==> src/rtl/hdlc_rxf_pkg.sv <==
package hdlc_rxf_pkg;

    localparam int BYTE_W  = 8;
    localparam int NUM_REF = 4;
    localparam int CODE_W  = $clog2(NUM_REF);

    typedef enum logic [2:0] {
        FM_IDLE,
        FM_ADDR,
        FM_TR0,
        FM_TR1,
        FM_EXT0,
        FM_EXT1
    } rx_mode_e;

    typedef struct packed {
        logic              hit;
        logic [CODE_W-1:0] code;
    } match_t;

    typedef struct packed {
        logic              crc_ok;
        logic              aborted;
        logic [3:0]        zero;
        logic [CODE_W-1:0] code;
    } status_t;

    function automatic rx_mode_e decode_mode(input logic [1:0] sel, input logic am);
        case (sel)
            2'b01:   return FM_ADDR;
            2'b10:   return am ? FM_TR1 : FM_TR0;
            2'b11:   return am ? FM_EXT1 : FM_EXT0;
            default: return FM_IDLE;
        endcase
    endfunction

    function automatic logic is_framed(input rx_mode_e m);
        return (m == FM_ADDR) || (m == FM_TR0) || (m == FM_TR1);
    endfunction

    function automatic logic needs_addr(input rx_mode_e m);
        return (m == FM_ADDR) || (m == FM_TR1);
    endfunction

    function automatic logic masked_eq(input logic [BYTE_W-1:0] a,
                                       input logic [BYTE_W-1:0] b,
                                       input logic [BYTE_W-1:0] dont_care);
        return ((a ^ b) & ~dont_care) == '0;
    endfunction

endpackage

==> src/rtl/hdlc_rxf_match.sv <==
module hdlc_rxf_match
    import hdlc_rxf_pkg::*;
#(
    parameter logic [BYTE_W-1:0] BCAST_VAL = 8'hFE,
    parameter logic [BYTE_W-1:0] GROUP_VAL = 8'hFC
) (
    input  logic [BYTE_W-1:0] byte_in,
    input  logic [BYTE_W-1:0] ref_a,
    input  logic [BYTE_W-1:0] ref_b,
    input  logic [BYTE_W-1:0] mask,
    output match_t            result
);

    logic [BYTE_W-1:0] refs [NUM_REF];
    logic [NUM_REF-1:0] hits;

    assign refs[0] = ref_a;
    assign refs[1] = ref_b;
    assign refs[2] = BCAST_VAL;
    assign refs[3] = GROUP_VAL;

    for (genvar g = 0; g < NUM_REF; g++) begin : g_cmp
        assign hits[g] = masked_eq(byte_in, refs[g], mask);
    end

    always_comb begin
        result = '0;
        for (int i = NUM_REF - 1; i >= 0; i--) begin
            if (hits[i]) begin
                result.hit  = 1'b1;
                result.code = CODE_W'(i);
            end
        end
    end

endmodule

==> src/rtl/hdlc_rxf_seq.sv <==
module hdlc_rxf_seq
    import hdlc_rxf_pkg::*;
#(
    parameter int CNT_W = 2
) (
    input  logic              clk,
    input  logic              rst,
    input  rx_mode_e          mode,
    input  logic              in_valid,
    input  logic [BYTE_W-1:0] in_data,
    input  logic              in_sof,
    input  logic              in_eof,
    input  logic              in_crc_ok,
    input  logic              in_abort,
    input  match_t            mt,
    output logic              req_wr,
    output logic [BYTE_W-1:0] req_data,
    output logic              cap_low,
    output logic              cap_ctl,
    output logic              busy,
    output logic              pend
);

    localparam logic [CNT_W-1:0] IDX_MAX = {CNT_W{1'b1}};

    rx_mode_e          fmode_q;
    logic              in_frame_q, acc_q, pend_q;
    logic [CNT_W-1:0]  idx_q;
    logic [CODE_W-1:0] code_q;
    status_t           stat_q;

    logic              start, live, cur_acc, take, hdr_drop;
    rx_mode_e          cur_mode;
    logic [CNT_W-1:0]  cur_idx, nxt_idx;
    logic [CODE_W-1:0] cur_code;
    status_t           stat_d;

    always_comb begin
        start    = in_valid && in_sof && is_framed(mode);
        live     = start || (in_valid && in_frame_q);
        cur_mode = start ? mode : fmode_q;
        cur_idx  = start ? '0 : idx_q;
        nxt_idx  = (cur_idx == IDX_MAX) ? cur_idx : cur_idx + 1'b1;
        cur_acc  = start ? (needs_addr(mode) ? mt.hit : 1'b1) : acc_q;
        cur_code = start ? (needs_addr(mode) ? mt.code : '0) : code_q;
        take     = live && cur_acc;
        hdr_drop = needs_addr(cur_mode) && (cur_idx == '0);

        cap_low  = take && (((cur_mode == FM_TR1) && (cur_idx == CNT_W'(1))) ||
                            ((cur_mode == FM_TR0) && (cur_idx == '0)));
        cap_ctl  = take && (((cur_mode == FM_ADDR) && (cur_idx == CNT_W'(1))) ||
                            ((cur_mode == FM_TR1)  && (cur_idx == CNT_W'(2))) ||
                            ((cur_mode == FM_TR0)  && (cur_idx == CNT_W'(1))));

        stat_d.crc_ok  = in_crc_ok;
        stat_d.aborted = in_abort;
        stat_d.zero    = '0;
        stat_d.code    = cur_code;

        req_wr   = pend_q || (take && !hdr_drop);
        req_data = pend_q ? stat_q : in_data;
        busy     = in_frame_q || pend_q;
        pend     = pend_q;
    end

    always_ff @(posedge clk) begin
        if (rst) begin
            fmode_q    <= FM_IDLE;
            in_frame_q <= 1'b0;
            acc_q      <= 1'b0;
            pend_q     <= 1'b0;
            idx_q      <= '0;
            code_q     <= '0;
            stat_q     <= '0;
        end else begin
            pend_q <= live && in_eof && cur_acc;
            if (live) begin
                in_frame_q <= !in_eof;
                idx_q      <= nxt_idx;
                if (in_eof) stat_q <= stat_d;
            end
            if (start) begin
                fmode_q <= mode;
                acc_q   <= cur_acc;
                code_q  <= cur_code;
            end
        end
    end

endmodule

==> src/rtl/hdlc_addr_filter.sv <==
module hdlc_addr_filter
    import hdlc_rxf_pkg::*;
#(
    parameter logic [7:0] BCAST_VAL = 8'hFE,
    parameter logic [7:0] GROUP_VAL = 8'hFC,
    parameter int         CNT_W     = 2
) (
    input  logic       clk,
    input  logic       rst,
    input  logic [1:0] mode_sel,
    input  logic       addr_mode,
    input  logic [7:0] prog_addr1,
    input  logic [7:0] prog_addr2,
    input  logic [7:0] addr_mask,
    input  logic       in_valid,
    input  logic [7:0] in_data,
    input  logic       in_sof,
    input  logic       in_eof,
    input  logic       in_crc_ok,
    input  logic       in_abort,
    input  logic       raw_valid,
    input  logic [7:0] raw_data,
    output logic       fifo_wr,
    output logic [7:0] fifo_data,
    output logic [7:0] low_addr,
    output logic [7:0] ctrl_field
);

    rx_mode_e          mode_now;
    match_t            mt;
    logic              req_wr, cap_low, cap_ctl, busy, pend;
    logic [BYTE_W-1:0] req_data;
    logic              ext_take;

    assign mode_now = decode_mode(mode_sel, addr_mode);
    assign ext_take = raw_valid && !busy &&
                      ((mode_now == FM_EXT0) || (mode_now == FM_EXT1));

    hdlc_rxf_match #(
        .BCAST_VAL(BCAST_VAL),
        .GROUP_VAL(GROUP_VAL)
    ) u_match (
        .byte_in(in_data),
        .ref_a  (prog_addr1),
        .ref_b  (prog_addr2),
        .mask   (addr_mask),
        .result (mt)
    );

    hdlc_rxf_seq #(
        .CNT_W(CNT_W)
    ) u_seq (
        .clk      (clk),
        .rst      (rst),
        .mode     (mode_now),
        .in_valid (in_valid),
        .in_data  (in_data),
        .in_sof   (in_sof),
        .in_eof   (in_eof),
        .in_crc_ok(in_crc_ok),
        .in_abort (in_abort),
        .mt       (mt),
        .req_wr   (req_wr),
        .req_data (req_data),
        .cap_low  (cap_low),
        .cap_ctl  (cap_ctl),
        .busy     (busy),
        .pend     (pend)
    );

    always_ff @(posedge clk) begin
        if (rst) begin
            fifo_wr    <= 1'b0;
            fifo_data  <= '0;
            low_addr   <= '0;
            ctrl_field <= '0;
        end else begin
            fifo_wr   <= req_wr || (ext_take && (mode_now == FM_EXT1));
            fifo_data <= req_wr ? req_data : raw_data;
            if (cap_low)       low_addr <= in_data;
            else if (ext_take) low_addr <= raw_data;
            if (cap_ctl)       ctrl_field <= in_data;
        end
    end

endmodule

==> config.mk <==
export PLATFORM = sky130hd
export DESIGN_NAME = hdlc_addr_filter
export DESIGN_NICKNAME = d
export VERILOG_FILES = /design/src/rtl/hdlc_rxf_pkg.sv /design/src/rtl/hdlc_rxf_match.sv /design/src/rtl/hdlc_rxf_seq.sv /design/src/rtl/hdlc_addr_filter.sv
export SDC_FILE = /design/constraint.sdc
export NUM_CORES = 1
export LEC_CHECK = 0
export BUFFER_PORTS_ARGS = -buffer_cell sky130_fd_sc_hd__clkbuf_2
export CAP_MARGIN = 20
export CORE_ASPECT_RATIO = 0.8
export CORE_MARGIN = 5
export CORE_UTILIZATION = 49
export CTS_BUF_LIST = sky130_fd_sc_hd__clkbuf_8
export DETAILED_ROUTE_END_ITERATION = 8
export PLACE_DENSITY_LB_ADDON = 0.2
export SLEW_MARGIN = 10
export SYNTH_ARGS = -nofsm -noshare
export SYNTH_HDL_FRONTEND = slang
export SYNTH_SLANG_ARGS = --single-unit
==> constraint.sdc <==
create_clock -name clk -period 2.6 [get_ports clk]
set_clock_uncertainty 0.15 [all_clocks]
set_input_delay 0.65 -clock clk [delete_from_list [all_inputs] [get_ports clk]]
set_output_delay 0.65 -clock clk [all_outputs]
set_load 0.005 [all_outputs]
# After elaboration in Yosys (flattened, before gate mapping)

Cells that the tools add are included.

Add/sub/neg operators: 1
Equality and inequality tests: 14
Bitwise operators: 9
Multiplexer cells: 18
Reductions and logical operators: 40

Operators with widths:

| operator                                                        | count |
|---|---|
| 8-bit AND                                                       | 4 |
| 8-bit zero test                                                 | 4 |
| 8-bit two-way mux                                               | 4 |
| 1-bit logical AND                                               | 18 |
| 8-bit XOR                                                       | 2 |
| 3-bit two-way mux                                               | 5 |
| 3-bit by 2-bit == test with 1-bit output, second input constant | 4 |
| 1-bit logical OR                                                | 12 |
| 3-bit case mux with 3 select lines                              | 1 |
| 2-bit == test, second input constant                            | 4 |
| 2-bit two-way mux                                               | 4 |
| 8-bit NOT                                                       | 1 |
| 7-bit NOT                                                       | 1 |
| 3-bit by 1-bit == test with 1-bit output, second input constant | 2 |
| 3-bit == test, second input constant                            | 2 |
| 6-bit NOT                                                       | 1 |
| 2-bit by 1-bit == test with 1-bit output, second input constant | 2 |
| 1-bit two-way mux                                               | 4 |
| 1-bit zero test                                                 | 3 |
| 2-bit by 1-bit adder with 2-bit output, second input constant   | 1 |
| 2-bit zero test                                                 | 1 |
| 2-bit AND reduction                                             | 1 |
| 2-bit nonzero test                                              | 1 |

Word-level logic and storage cells: 95
Register bits after elaboration: 39

# Depth between registers and ports, before layout

Gate-level depths: netlist of run 1.

Depth in word-level cells: 14
Depth in mapped cells: 8
Mapped depth without buffers: 6

# Cells and area by module

From an unflattened synthesis of run 1, not the netlist that was laid out.

Cell total of the unflattened synthesis: 221
Area total of the unflattened synthesis: 2074.5 um^2

By module, submodules not included:

| module           | cells an instance | area each (um^2) | times used |
|---|---|---|---|
| hdlc_addr_filter | 103               | 1039.7           | 1 |
| hdlc_rxf_seq     | 82                | 763.2            | 1 |
| hdlc_rxf_match   | 36                | 271.5            | 1 |

# Worst setup path before layout of run 1

Ideal clock, no wire load.

Kind: input-to-reg
From: input port in_sof
To: register ctrl_field[0]
Buffers on the path: 2
Setup slack: 0.310 ns
Arrival time: 2.069 ns
Cell stages on the path: 8
Cell sequence: buf_2 a31oi_1 a2bb2oi_1 or3_1 a31oi_1 nor4b_2 buf_4 mux2i_1

Word-level cells in the longest chain between the ends: 8

RTL lines:

| element                                                          | RTL line                               | source |
|---|---|---|
| from (decl)                                                      | hdlc_addr_filter.sv:17                 | `input logic in_sof,` |
| 1-bit logical AND * (2 in a row)                                 | hdlc_rxf_seq.sv:39                     | `start = in_valid && in_sof && is_framed(mode);` |
| 3-bit two-way mux or 2-bit two-way mux (tied branches)           | hdlc_rxf_seq.sv:41, hdlc_rxf_seq.sv:42 |  |
| 3-bit by 1-bit == test with 1-bit output (tied with other cells) | hdlc_rxf_seq.sv:51                     | `cap_ctl = take && (((cur_mode == FM_ADDR) && (cur_idx == CNT_W'(1))) \|\|` |
| 1-bit logical AND (on tied branches)                             | hdlc_rxf_seq.sv:51, hdlc_rxf_seq.sv:52 |  |
| 1-bit logical OR                                                 | hdlc_rxf_seq.sv:51                     |  |
| 1-bit logical OR                                                 | hdlc_rxf_seq.sv:52                     | `((cur_mode == FM_TR1) && (cur_idx == CNT_W'(2))) \|\|` |
| 1-bit logical AND *                                              | hdlc_rxf_seq.sv:51                     |  |
| to (signal assigned)                                             | hdlc_addr_filter.sv:82                 | `if (cap_ctl) ctrl_field <= in_data;` |
| to (decl)                                                        | hdlc_addr_filter.sv:26                 | `output logic [7:0] ctrl_field` |

Mark *: on every way between the ends. The rest lies on a longest branch, timed or not.
A chain may end at the register's enable or synchronous reset.

# Final worst setup path of run 1

From: input port in_valid
To: register ctrl_field[0]

Word-level cells in the longest chain between the ends: 8

RTL lines:

| element                                                          | RTL line                               | source |
|---|---|---|
| from (decl)                                                      | hdlc_addr_filter.sv:15                 | `input logic in_valid,` |
| 1-bit logical AND (2 in a row)                                   | hdlc_rxf_seq.sv:39                     |  |
| 3-bit two-way mux or 2-bit two-way mux (tied branches)           | hdlc_rxf_seq.sv:41, hdlc_rxf_seq.sv:42 |  |
| 3-bit by 1-bit == test with 1-bit output (tied with other cells) | hdlc_rxf_seq.sv:51                     |  |
| 1-bit logical AND (on tied branches)                             | hdlc_rxf_seq.sv:51, hdlc_rxf_seq.sv:52 |  |
| 1-bit logical OR                                                 | hdlc_rxf_seq.sv:51                     |  |
| 1-bit logical OR                                                 | hdlc_rxf_seq.sv:52                     |  |
| 1-bit logical AND *                                              | hdlc_rxf_seq.sv:51                     |  |

Marks and branches as above.

==> results.yml, run 1 <==
layout:
  layout_commonest_cell: "clkbuf_2"
  final_util_pct: 63.60
  layout-drive-gt1-share_pct: 34.45
  most-common-layout-cells: "75 x clkbuf_2, 39 x dfxtp_1, 27 x mux2i_1"
  final_nets: 349
  stdcell_count: 356
  antennaDiodeCount: 0
  area_growth_pct: 26.63
  final_area_um2: 2624
job:
  maxCapViolCount: 0
floorplan:
  die_w_um: 82.70
  coreArea_um2: 4125
  initial_utilization_pct: 50.23
  die_area_um2: 5637
  die_h_um: 68.16
  fp-row-count: 21
  io_pins: 76
critical_path:
  crit_fanout: 10
  critPathLaunchType: "primary input"
  cp-end-kind: "register"
  path_class: "primary input to register"
  required_ns: 2.66
  arrival_ns: 2.28
  ff2ff_setup_slack_ns: 0.64
synthesis:
  yosys-top-cells-area: "dfxtp_1 38%, mux2i_1 13%, xnor2_1 6.8%, nand2b_1 5.1%, nor2_1 4.5%"
  synth.distinct_cells: 46
  syn_avg_cell_area_um2: 9.376
  synth.yosys.seq_area_share_pct: 37.68
  yosys_warnings: 0
  synthCells: 221
  ys_ff_latch: 39
  synth_top_cell_by_area: "dfxtp_1"
  synth_area_um2: 2072
  synth_top_area_share_pct: 37.68
  synth_nets: 272
grt:
  grt_overflow: 0
  grt_pass1_wl_mm: 8.431
  antenna_found_initial: 0
  grt_pass1_vias: 1900
  grt_max_degree: 37
  grt_usage_pct: 19.65
power_and_ir_drop:
  ir_drop_mv: 0.3224
  power_density_nw_per_um2: 524.9
  leakage_uw: 0.001120
clock_network:
  post_cts_buffers: 0
  clk_pin_slew_worst_paths_ns: 0.08
  h-tree-depth: 2
  cts_resized: 0
  cts_hold_buf: 0
  cts-root-buf: "clkbuf_8"
  cts-buffers-inserted: 5
  clkLatencyLatePin_ns: 0.28
  clock_path_buffers: 2
  cts_sinks: 39
  cts_tree: "built"
placed_design:
  port_buffers: 75
  place_hpwl_mm: 3.970
  gp_congestion: 0.8793
  placed_area_um2: 2511
  numPlacedInstances: 348
timing:
  fmax_mhz: 451.0
  min_period_ns: 2.218
  slew_headroom_pct: 55.61
  timing.setup.tns_ns: 0
  final_hold_viol_count: 0
  worst_hold_slack_ns: 0.3251
  rsz0062_at_grt: "false"
  min_period_over_period_pct: 85.29
  worst_pin_slew_ns: 0.6659
  slew_violations: 0
  setup_viol: 0
status:
  run_status: "finished, final reports clean"
hold_path:
  hp-class: "register to register"
routing:
  firstDrtPassIters: 4
  num_vias: 1886
  drc: 0
  ant_nets: 0
  drt_iter0_drc: 72
  wl_per_cell_um: 14.37
  routed_via_density: 5.298
  totalWireLength_mm: 5.117
[registers in the layout (all words and copies together), names as in the netlist]
register	count
u_seq.in_frame_q	1
low_addr	8
ctrl_field	8
u_seq.acc_q	1
fifo_data	8
u_seq.code_q	2
u_seq.fmode_q	3
fifo_wr	1
u_seq.pend	1
u_seq.stat_q	4
u_seq.idx_q	2
[path summary, 6_finish.rpt]
check | startpoint | endpoint | depth (start not counted)
hold reg to reg | ctrl_field[2]$_SDFFE_PP0P_ | ctrl_field[2]$_SDFFE_PP0P_ | 2
setup / recovery | in_valid | ctrl_field[0]$_SDFFE_PP0P_ | 8
hold / removal | ctrl_field[2]$_SDFFE_PP0P_ | ctrl_field[2]$_SDFFE_PP0P_ | 2
setup reg to reg | u_seq.fmode_q[0]$_SDFF_PP0_ | ctrl_field[0]$_SDFFE_PP0P_ | 7
[final cells by class]
| class | count | area [µm²] |
|---|---|---|
| fillers | 387 | 1501 |
| multi-input cells | 167 | 1191 |
| flip-flops and latches | 39 | 780.7 |
| repair buffers | 83 | 460.4 |
| well taps | 57 | 71.32 |
| clock buffers | 5 | 68.82 |
| clock inverters | 3 | 43.79 |
| inverters | 2 | 7.507 |
[synth_stat cells (all sizes together)]
master	n
dfxtp	39
mux2i	27
nor2	26
nand2b	17
xnor2	16
a211oi	14
o22ai	11
buf	10
a21oi	6
nor3	6
nand2	5
nor2b	5
nor4	5
a31oi	3
o21ai	3
a22oi	2
and3	2
clkbuf	2
inv	2
nor3b	2
nor4b	2
or2	2
a21o	1
a2bb2oi	1
a311oi	1
and2	1
dlygate4sd1	1
mux2	1
nand3	1
nand3b	1
nand4b	1
o21a	1
o22a	1
o41ai	1
or3	1
xor2	1
[per-layer routing]
layer | up-vias | part of all wire (%) | GRT usage (%)
met5 | - | 0 | 0
met4 | 0 | 1.3 | 6.939
met3 | 6 | 6.0 | 5.526
met2 | 56 | 48 | 32.30
met1 | 872 | 45 | 24.70
li1 | 952 | - | -
[kinds of logic (layout without fill, tap and decap cells)]
group,after synthesis,in the layout,share of synthesized area (%)
AND/OR/NAND/NOR,77,77,20.35
AO/OA/AOI/OAI,45,45,16.06
flip-flops,39,39,37.68
multiplexers,28,28,13.59
XOR/XNOR,17,17,7.186
buffers and inverters,15,93,5.133
[where the power goes]
group          switching [µW]  internal, µW
clock network             213           286
logic                     124           122
registers                12.1           620
total                     349          1030
[stage by stage]
step	total power, µW	setup WS, ns
2_1_floorplan	789.2	0.3097
3_3_place_gp	890.0	0.1291
3_5_place_dp	893.0	0.09706
4_1_cts	1393	0.3845
5_1_grt	1452	0.1961
6_report	1377	0.3825
[worst max-delay path: stages]
cell	delay, ns
clkbuf_2	0.15
a31oi_1	0.18
a2bb2oi_1	0.34
or3_1	0.17
a31oi_1	0.10
nor4b_2	0.25
buf_4	0.23
mux2i_1	0.20
(Power assumes the default switching activity.)
==> inputs of run 2 (changes only) <==
RECOVER_POWER = 100   (was not set)
==> results.yml, run 2 (synthesized netlist as in run 1, its figures left out) <==
status:
  run_status: "finished, final reports clean"
routing:
  totalWireLength_mm: 5.102
  firstDrtPassIters: 4
  num_vias: 1869
  drt_iter0_drc: 70
  wl_per_cell_um: 14.33
  ant_nets: 0
  routed_via_density: 5.250
  drc: 0
floorplan:
  die_area_um2: 5637
  die_w_um: 82.70
  initial_utilization_pct: 50.23
  io_pins: 76
  coreArea_um2: 4125
  fp-row-count: 21
  die_h_um: 68.16
layout:
  layout-drive-gt1-share_pct: 27.09
  final_area_um2: 2585
  antennaDiodeCount: 0
  final_nets: 349
  layout_commonest_cell: "clkbuf_2"
  area_growth_pct: 24.76
  stdcell_count: 356
  reg.largest.list: "ctrl_field x8, fifo_data x8, low_addr x8"
  most-common-layout-cells: "57 x clkbuf_2, 39 x dfxtp_1, 27 x mux2i_1"
timing:
  fmax_mhz: 428.3
  timing.setup.tns_ns: 0
  final_hold_viol_count: 0
  worst_pin_slew_ns: 0.6693
  min_period_over_period_pct: 89.79
  slew_violations: 0
  rsz0062_at_grt: "false"
  setup_viol: 0
  min_period_ns: 2.335
  slew_headroom_pct: 55.38
placed_design:
  gp_congestion: 0.8793
  numPlacedInstances: 348
  port_buffers: 75
  placed_area_um2: 2511
  place_hpwl_mm: 3.970
hold_path:
  hp-class: "register to register"
clock_network:
  cts_resized: 0
  clkLatencyLatePin_ns: 0.28
  post_cts_buffers: 0
  clk_pin_slew_worst_paths_ns: 0.08
  cts_sinks: 39
  cts_tree: "built"
  cts_hold_buf: 0
  clock_path_buffers: 2
  cts-buffers-inserted: 5
  cts-root-buf: "clkbuf_8"
  h-tree-depth: 2
grt:
  grt_usage_pct: 19.65
  grt_pass1_wl_mm: 8.431
  grt_pass1_vias: 1900
  grt_max_degree: 37
  grt_overflow: 0
  antenna_found_initial: 0
critical_path:
  crit_fanout: 16
  critPathLaunchType: "primary input"
  required_ns: 2.64
  arrival_ns: 2.37
  cp-end-kind: "register"
  path_class: "primary input to register"
power_and_ir_drop:
  intPower_uw: 1022
  total_power_uw: 1371
  power_density_nw_per_um2: 530.4
  ir_drop_mv: 0.3193
  sw_frac_of_total_pct: 25.47
  p_clk_share_pct: 36.4
  p_comb_share_pct: 17.4
  pwr-share-seq_pct: 46.1
  p_switching_uw: 349.2
  leakage_uw: 0.001052
job:
  maxCapViolCount: 0
==> run 2: worst max-delay path, stage by stage <==
cell and delay [ns]:
clkbuf_1 0.23, xor2_1 0.17, and3_1 0.31, nor4_1 0.49, o21ai_4 0.13, buf_12 0.17
a211oi_1 0.22
==> run 2: cell type report <==
| cell class | instances | area (µm²) |
|---|---|---|
| multi-input combinational | 167 | 1182 |
| inverter | 2 | 7.507 |
| sequential | 39 | 780.7 |
| fill | 400 | 1540 |
| clock buffer | 5 | 68.82 |
| clock inverter | 3 | 43.79 |
| tap | 57 | 71.32 |
| timing repair buffer | 83 | 430.4 |
==> run 2: through the flow <==
step	utilization, %	hold WS [ns]	setup WS, ns
finish	62.66	0.3252	0.2655
global route	62.66	0.3658	0.1323
CTS	63.60	0.3293	0.3845
detailed placement	60.87	0.3180	0.09706
global placement	60.87	0.3093	0.1291
floorplan	-	0.3048	0.3097
==> run 2: path summary, 6_finish.rpt <==
check / endpoint / start / cells after the start / slack (ns)
worst min register to register: ctrl_field[2]$_SDFFE_PP0P_ / ctrl_field[2]$_SDFFE_PP0P_ / 2 / 0.33
worst max-delay path: low_addr[4]$_SDFFE_PP0P_ / mode_sel[1] / 7 / 0.27
worst min-delay path: ctrl_field[2]$_SDFFE_PP0P_ / ctrl_field[2]$_SDFFE_PP0P_ / 2 / 0.33
worst max register to register: ctrl_field[0]$_SDFFE_PP0P_ / u_seq.fmode_q[1]$_SDFF_PP0_ / 7 / 0.66
==> run 2: power by group through the flow <==
stage	combinational, µW	sequential (µW)	clock, µW
floorplan	143	646	0
global placement	244	646	0
detailed placement	247	646	0
CTS	248	633	512
global route	265	635	545
finish	239	633	499
==> run 2: layer usage <==
metal	track usage (%)	up-vias	wire length [µm]
li1	-	950	-
met1	24.70	867	2330
met2	32.30	46	2439
met3	5.526	6	265
met4	6.939	0	67
met5	0	-	0
==> inputs of run 3 (changes only) <==
ABC_AREA = 1   (was not set)
==> results.yml, run 3 <==
routing:
  drt_iter0_drc: 237
  drc: 0
  ant_nets: 0
  firstDrtPassIters: 5
  num_vias: 2461
  totalWireLength_mm: 6.051
  routed_via_density: 5.022
  wl_per_cell_um: 12.35
floorplan:
  fp-row-count: 21
  die_w_um: 85.21
  die_area_um2: 5978
  die_h_um: 70.17
  io_pins: 76
  coreArea_um2: 4283
  initial_utilization_pct: 51.77
critical_path:
  critPathLaunchType: "primary input"
  required_ns: 2.63
  ff2ff_setup_slack_ns: 0.79
  arrival_ns: 2.36
  rr_endpoint: "low_addr[7]$_SDFFE_PP0P_"
  regToRegStartpoint: "u_seq.in_frame_q$_SDFFE_PP0N_"
  path_class: "primary input to register"
  cp-end-kind: "register"
  reg2reg_depth: 7
  crit_fanout: 10
synthesis:
  synth_flop_cell: "dfxtp_1"
  synth_area_um2: 2217
  synth_most_common_cell: "nand2_1"
  yosys_warnings: 0
  synth_top_cell_by_area: "dfxtp_1"
  synth_commonest_cells: "89 x nand2_1, 56 x nor2_1, 52 x inv_1, 39 x dfxtp_1, 37 x nand3_1"
  synth.yosys.seq_area_share_pct: 35.21
  synth.distinct_cells: 30
  synthArstFlopShare_pct: 0
  synth-edff-count: 0
  yosys-top-cells-area: "dfxtp_1 35%, nand2_1 15%, nor2_1 9.5%, inv_1 8.8%, nand3_1 8.4%"
  ys_ff_latch: 39
  synth_nets: 404
  syn_avg_cell_area_um2: 6.281
  synth_top_area_share_pct: 35.21
  synthCells: 353
clock_network:
  cts-root-buf: "clkbuf_8"
  h-tree-depth: 2
  post_cts_buffers: 0
  cts_sinks: 39
  clk_pin_slew_worst_paths_ns: 0.08
  cts-buffers-inserted: 5
  clock_path_buffers: 2
  clkLatencyLatePin_ns: 0.29
  cts_resized: 0
  cts_hold_buf: 0
  cts_tree: "built"
timing:
  timing.setup.tns_ns: 0
  setup_viol: 0
  worst_pin_slew_ns: 0.4327
  final_hold_viol_count: 0
  min_period_ns: 2.336
  slew_violations: 0
  worst_hold_slack_ns: 0.3171
  min_period_over_period_pct: 89.84
  fmax_mhz: 428.1
  rsz0062_at_grt: "false"
  slew_headroom_pct: 71.15
hold_path:
  hp-class: "register to register"
  hp-start: "u_seq.stat_q[1]$_SDFFE_PP0P_"
  hold_path_depth: 2
  hold_end: "u_seq.stat_q[1]$_SDFFE_PP0P_"
grt:
  grt_pass1_wl_mm: 9.915
  grt_overflow: 0
  antenna_found_initial: 0
  grt_max_degree: 21
  grt_usage_pct: 20.26
  grt_pass1_vias: 2180
placed_design:
  place_hpwl_mm: 4.809
  numPlacedInstances: 482
  gp_congestion: 0.8611
  port_buffers: 75
layout:
  layout-drive-gt1-share_pct: 20.32
  nFillCells: 427
  reg.largest.list: "ctrl_field x8, fifo_data x8, low_addr x8"
  most-common-layout-cells: "93 x nand2_1, 64 x clkbuf_2, 56 x nor2_1"
  layout_commonest_cell: "nand2_1"
  final_nets: 483
  stdcell_count: 490
  area_growth_pct: 23.76
  antennaDiodeCount: 0
status:
  run_status: "finished, final reports clean"
power_and_ir_drop:
  ir_drop_mv: 0.3789
  leakage_uw: 0.001440
  power_density_nw_per_um2: 497.7
job:
  maxCapViolCount: 0
[run 3: cell types whose count changed after synthesis, moves of 16 or more]
cell and delta:
inv_1 +50, nand3_1 +36, xnor2_1 -16, o21ai_0 +17
nand2b_1 -16, nor2_1 +31, nand2_1 +84, mux2i_1 -27
[run 3: routing by layer]
layer | vias up | track usage, % | part of all wire, % | wire, µm
met2 | 79 | 29.91 | 44 | 2636
met3 | 7 | 4.935 | 7.0 | 424
li1 | 1272 | - | - | -
met5 | - | 0 | 0 | 0
met1 | 1103 | 28.98 | 48 | 2918
met4 | 0 | 5.975 | 1.2 | 70
[run 3: report_power, final]
group          internal (µW)  switching, µW
clock                    286            227
sequential               617           9.13
combinational           85.0            141
total                    988            377
[run 3: cell families after synthesis]
logic type,Yosys count,share of synthesized area (%)
AOI/OAI and AO/OA,47,13.26
buffers and inverters,63,11.06
and+or+nand+nor,204,40.46
DFF,39,35.21
[run 3: critical path: stages]
cell	delay [ns]
clkbuf_1	0.12
inv_1	0.09
nand2_1	0.11
nand3_4	0.14
inv_1	0.16
nand2_1	0.11
nor2_2	0.13
nand3_2	0.14
nand4_2	0.20
nand2_1	0.15
o21ai_0	0.29
nor2_1	0.07
[run 3: stage by stage]
step | util (%) | total power (µW) | setup WS [ns] | area, µm²
CTS | 64.62 | 1374 | 0.2968 | 2768
global placement | 61.99 | 862.5 | 0.03281 | 2655
global route | 64.07 | 1434 | 0.03758 | 2744
floorplan | - | 770.2 | 0.5335 | 2217
detailed placement | 61.99 | 866.3 | -0.01143 | 2655
finish | 64.07 | 1366 | 0.2642 | 2744
[run 3: how the worst max path moves through the flow]
stage,start,to,slack (ns),depth (start not counted)
3_5_place_dp,in_data[0],low_addr[7]$_SDFFE_PP0P_,-0.01,13
5_1_grt,in_data[0],low_addr[7]$_SDFFE_PP0P_,0.04,13
3_3_place_gp,in_data[0],low_addr[7]$_SDFFE_PP0P_,0.03,13
4_1_cts,in_data[0],low_addr[7]$_SDFFE_PP0P_,0.30,13
2_1_floorplan,in_sof,low_addr[3]$_SDFFE_PP0P_,0.53,13
6_report,mode_sel[0],fifo_data[0]$_SDFF_PP0_,0.26,12
[run 3: final cells by class]
| cell class | count | area [µm²] | area share (%) |
|---|---|---|---|
| timing repair buffer | 78 | 384.1 | 14.00 |
| tap | 57 | 71.32 | 2.599 |
| inverter | 57 | 214.0 | 7.798 |
| clock buffer | 5 | 68.82 | 2.508 |
| clock inverter | 3 | 43.79 | 1.596 |
| sequential | 39 | 780.7 | 28.45 |
| multi-input combinational | 251 | 1181 | 43.05 |
